$ cat config.mk
export PLATFORM = sky130hd
export DESIGN_NAME = wd_reset_supervisor
export DESIGN_NICKNAME = d
export VERILOG_FILES = /design/src/rtl/wd_reset_supervisor.sv
export SDC_FILE = /design/constraint.sdc
export NUM_CORES = 1
export LEC_CHECK = 0
export BUFFER_PORTS_ARGS = -buffer_cell sky130_fd_sc_hd__buf_4
export CORE_MARGIN = 1.5
export CORE_UTILIZATION = 55
export CTS_CLUSTER_DIAMETER = 150
export DETAILED_ROUTE_END_ITERATION = 8
export HOLD_SLACK_MARGIN = 0.05
export PLACE_DENSITY = 0.78
export RECOVER_POWER = 50
export SLEW_MARGIN = 25
export SYNTH_ARGS = -nofsm -noshare
export SYNTH_HDL_FRONTEND = slang
export SYNTH_SLANG_ARGS = --single-unit
$ cat constraint.sdc
create_clock -name clk -period 4 [get_ports clk]
set_clock_uncertainty 0.2 [all_clocks]
set_input_delay 0.2 -clock clk [delete_from_list [all_inputs] [get_ports clk]]
set_output_delay 0.2 -clock clk [all_outputs]
set_load 0.02 [all_outputs]
$ cat src/rtl/wd_reset_supervisor.sv
module wd_reset_supervisor #(
  parameter int CLKS_PER_MS = 50000,
  parameter int WD_LO_MS    = 150,
  parameter int WD_MID_MS   = 610,
  parameter int WD_HI_MS    = 1200,
  parameter int HOLD_MS     = 610,
  parameter int PB_MS       = 20
) (
  input  logic       clk,
  input  logic       rst_n,
  input  logic       pwr_ok,
  input  logic       pb_n,
  input  logic       wd_strobe,
  input  logic [1:0] wd_sel,
  output logic       sys_rst,
  output logic       sys_rst_n
);
  localparam int WD_MAX = (WD_HI_MS > WD_MID_MS) ?
                          ((WD_HI_MS > WD_LO_MS) ? WD_HI_MS : WD_LO_MS) :
                          ((WD_MID_MS > WD_LO_MS) ? WD_MID_MS : WD_LO_MS);
  localparam int PW = $clog2(CLKS_PER_MS + 1);
  localparam int WW = $clog2(WD_MAX + 1);
  localparam int HW = $clog2(HOLD_MS + 1);
  localparam int BW = $clog2(PB_MS + 1);

  logic [1:0]    pwr_sy, pb_sy;
  logic [2:0]    stb_sy;
  logic [PW-1:0] presc;
  logic [BW-1:0] pb_cnt;
  logic [WW-1:0] wd_cnt, wd_lim;
  logic [HW-1:0] hold_cnt;
  logic          rst_q;

  wire tick     = presc == PW'(CLKS_PER_MS - 1);
  wire pwr_s    = pwr_sy[1];
  wire pb_s     = pb_sy[1];
  wire stb_edge = stb_sy[1] & ~stb_sy[2];
  wire pb_hit   = pb_cnt == BW'(PB_MS);
  wire wd_hit   = wd_cnt >= wd_lim;
  wire trig     = ~pwr_s | pb_hit | wd_hit;

  always_comb begin
    case (wd_sel)
      2'b00:   wd_lim = WW'(WD_LO_MS);
      2'b10:   wd_lim = WW'(WD_HI_MS);
      default: wd_lim = WW'(WD_MID_MS);
    endcase
  end

  always_ff @(posedge clk or negedge rst_n) begin
    if (!rst_n) begin
      pwr_sy <= 2'b00;
      pb_sy  <= 2'b11;
      stb_sy <= 3'b000;
    end else begin
      pwr_sy <= {pwr_sy[0], pwr_ok};
      pb_sy  <= {pb_sy[0], pb_n};
      stb_sy <= {stb_sy[1:0], wd_strobe};
    end
  end

  always_ff @(posedge clk or negedge rst_n) begin
    if (!rst_n)    presc <= '0;
    else if (tick) presc <= '0;
    else           presc <= presc + 1'b1;
  end

  always_ff @(posedge clk or negedge rst_n) begin
    if (!rst_n)                pb_cnt <= '0;
    else if (pb_s)             pb_cnt <= '0;
    else if (tick && !pb_hit)  pb_cnt <= pb_cnt + 1'b1;
  end

  always_ff @(posedge clk or negedge rst_n) begin
    if (!rst_n)                           wd_cnt <= '0;
    else if (rst_q || stb_edge || wd_hit) wd_cnt <= '0;
    else if (tick)                        wd_cnt <= wd_cnt + 1'b1;
  end

  always_ff @(posedge clk or negedge rst_n) begin
    if (!rst_n) begin
      rst_q    <= 1'b1;
      hold_cnt <= '0;
    end else if (trig) begin
      rst_q    <= 1'b1;
      hold_cnt <= '0;
    end else if (rst_q && tick) begin
      if (hold_cnt == HW'(HOLD_MS - 1)) begin
        rst_q    <= 1'b0;
        hold_cnt <= '0;
      end else begin
        hold_cnt <= hold_cnt + 1'b1;
      end
    end
  end

  assign sys_rst   = rst_q;
  assign sys_rst_n = ~rst_q;


  pwr_loss_rst_chk: assert property (@(posedge clk) disable iff (!rst_n)
    !pwr_s |=> rst_q);

  pb_rst_chk: assert property (@(posedge clk) disable iff (!rst_n)
    pb_hit |=> rst_q);

  wd_rst_chk: assert property (@(posedge clk) disable iff (!rst_n)
    wd_hit |=> rst_q);

  stb_clear_chk: assert property (@(posedge clk) disable iff (!rst_n)
    stb_edge |=> wd_cnt == '0);

  wd_idle_in_rst_chk: assert property (@(posedge clk) disable iff (!rst_n)
    rst_q |=> wd_cnt == '0);

  release_on_tick_chk: assert property (@(posedge clk) disable iff (!rst_n)
    $fell(rst_q) |-> pwr_s && $past(tick));
endmodule

==> flow_summary_export.csv <==
group,metric,value,unit
cells_and_area,fin_cells,317,
worst_setup_path,worst_setup_path_start_kind,"register",
detailed_routing,drc,1,
sta,maxSlewHeadroom,34.9,%
yosys,synthesis.nets,272,
global_route,track_usage,22.0,%
placement,place.gp.congestion,0.824,
yosys,yosysTopAreaCellShare,45.7,%
sta,hold_violations,0,
yosys,ys.flop_type,"dfrtp_1",
worst_setup_path,slowest_delay,600,ps
worst_setup_path,critPathTopFamily,"simple AND/OR/NAND/NOR gates",
clocking,cts_tree,"done",
global_route,grt_pass1_wl,8870,µm
sta,whs,151,ps
yosys,synth_cells,251,
detailed_routing,detail-route-antenna-nets,0,
worst_setup_path,path_class,"reg2reg",
yosys,syn-cell-area,0.00257,mm²
placement,placed_area,0.00269,mm²
die,start_util,57.9,%
worst_hold_path,min_to,"pwr_sy[1]",
worst_setup_path,reg2reg_from,"presc[5]",
yosys,syn_avg_cell_area,10.3,µm²
sta,setup_viol,0,
sta,rsz0062_at_grt,"false",
detailed_routing,wl,4830,µm
yosys,synth_edf_count,0,
worst_setup_path,arrival,2950,ps
sta,worst_pin_slew,968,ps
placement,dp_cells,305,
yosys,synth.area.top_cells,"dfrtp_1 (46%), ha_1 (6.8%), xor2_1 (6.5%)",
worst_setup_path,path_cells,"or4b_4, nor4_4, buf_4, nand2_1, or4_1, a211oi_1",
detailed_routing,viasPerCell,5.95,
die,die_h,71.4,µm
yosys,seq_area_frac_synth,48.7,%
detailed_routing,drt_iter0_markers,109,
die,fp.dieArea,0.00510,mm²
global_route,overflow,0,
yosys,synth-seq-cells,50,
clocking,cts_sinks,50,
yosys,synth-warning-count,0,
worst_hold_path,hold_path_class,"reg2reg",
cells_and_area,diodes,0,
sta,fmax,0.338,GHz
global_route,grt_max_degree,51,
die,ios,9,
die,core_area,0.00444,mm²
clocking,cts_resized,0,
worst_setup_path,r2r-end,"hold_cnt[8]",
worst_setup_path,end_kind,"register",
worst_hold_path,min_from,"pwr_sy[0]",
run_status,violations,"design-rule violations",
worst_setup_path,crit_path_top_delay_cell,"or4b_4",
cells_and_area,final_util,63.9,%
clocking,root_buffer,"clkbuf_8",
worst_setup_path,worstPathRequired,4000,ps
global_route,antenna_found_initial,0,
clocking,ctsHtreeMaxLevel,2,
global_route,grt_pass1_vias,1950,
cells_and_area,fin_nets,285,
worst_setup_path,reg2reg_depth,6,
yosys,yosysTopAreaCell,"dfrtp_1",
detailed_routing,vias,1886,
detailed_routing,firstDrtPassIters,6,
clocking,hold_buffers,4,
power_and_ir_drop,power_density,314,mW/mm²
yosys,yosys.cell_types.count,36,
cells_and_area,design_area,0.00284,mm²
placement,hpwlAfterDp,3180,µm
cells_and_area,drive_gt1_share,9.43,%
global_route,grt.met2_usage,35.6,%
clocking,clk_path_buf_depth,2,
worst_hold_path,min_path_cells,0,
power_and_ir_drop,peakVddDrop,0.000284,V
global_route,met3_usage,3.94,%
global_route,grtUsageMet1,30.7,%
clocking,cts_buffers,5,
sta,finalCritPeriodShare,73.9,%
power_and_ir_drop,p_total,0.891,mW
yosys,synth-async-reset-ratio,100,%
cells_and_area,syn2layout_area_growth,10.2,%
sta,fin_ws,1050,ps
clocking,clk_latency,300,ps
worst_setup_path,cp.buffers_inverters,1,
worst_setup_path,regToRegSetupSlack,1050,ps
sta,min_period,2950,ps
run_status,status,"finished with violations",
die,fp-row-count,24,
placement,dpl_worst_slack,1060,ps
job,max_cap_violations,0,
sta,tns,0,ps
die,dieWidth,71.4,µm
power_and_ir_drop,leakagePower,1.23,nW
worst_setup_path,crit_fanout,26,
global_route,top_usage_layer,"met2",
sta,maxSlewViolCount,0,
placement,port_buffers,8,
detailed_routing,detail_route.wl_per_cell,15.2,µm
clocking,clk_pin_slew,100,ps
clocking,post-cts-setup-buffer-count,0,
## cells by family (layout without fill, tap and decap cells)
| logic type | count (synthesis) | after routing | share of synthesized area (%) |
|---|---|---|---|
| AND/OR/NAND/NOR | 114 | 114 | 25.3 |
| AO/OA/AOI/OAI | 27 | 27 | 6.46 |
| adder cells (fa/ha/maj) | 14 | 14 | 6.80 |
| XOR/XNOR | 28 | 28 | 9.52 |
| multiplexers | 2 | 2 | 0.777 |
| flip-flops | 50 | 50 | 48.7 |
| buffers and inverters | 16 | 30 | 2.38 |
## registers in the layout, indices dropped and copies added (netlist names)
register	flops
presc	16
stb_sy	3
sys_rst	1
pwr_sy	2
pb_sy	2
hold_cnt	10
wd_cnt	11
pb_cnt	5
## routing by layer
metal  vias up  share of wire (%)
li1        929                  -
met1       921                 49
met2        29                 48
met3         7                2.7
met4         0               0.79
met5         -                  0
## power breakdown
part / internal, mW / leakage, nW / switching (mW)
logic: 0.00963 / 0.513 / 0.0164
clock network: 0.187 / 0.0514 / 0.167
registers: 0.509 / 0.662 / 0.00168
## worst max-delay path by stage
stage	from	end	cells past startpoint
finish	presc[5]	hold_cnt[8]	6
global route	presc[5]	hold_cnt[8]	6
CTS	presc[5]	hold_cnt[8]	6
detailed placement	presc[5]	hold_cnt[2]	6
global placement	presc[5]	hold_cnt[8]	6
floorplan	presc[5]	hold_cnt[8]	6
## layout by cell type, fill, tap and decap left out, types with 2 or more instances in the layout
cell type,Yosys,final
nor4_1,2,2
nor2_1,14,14
clkbuf_8,0,5
a21oi_1,6,6
a211oi_1,8,8
or3_1,5,5
ha_1,14,14
inv_1,7,7
nor2b_1,2,2
nand4_1,14,14
and4_1,5,5
nor3_1,16,16
clkbuf_4,0,3
nand2_1,18,18
nand3_1,16,16
xor2_1,19,19
mux2i_1,2,2
nand2b_1,3,3
or4b_4,2,2
or4_1,2,2
o21ai_0,7,7
dfstp_2,3,3
xnor2_1,9,9
buf_4,0,8
dfrtp_1,47,47
nand4b_1,3,3
and3_1,6,6
a31oi_1,3,3
dlygate4sd3_1,0,4
## synth_stat cells (all sizes together), types with 5 or more instances
cell type,instances
dfrtp,47
xor2,19
nand2,18
nand3,16
nor3,16
ha,14
nand4,14
nor2,14
xnor2,9
a211oi,8
clkbuf,8
inv,7
o21ai,7
a21oi,6
and3,6
and4,5
or3,5
## final cells by class
cell class / instances / area, µm²
fill: 368 / 1610
clock buffer: 6 / 72.6
clock inverter: 2 / 37.5
inverter: 7 / 26.3
tap: 52 / 65.1
sequential: 50 / 1250
timing repair buffer: 15 / 123
multi-input combinational: 185 / 1260
No activity file was read; power rests on OpenSTA's default activity.
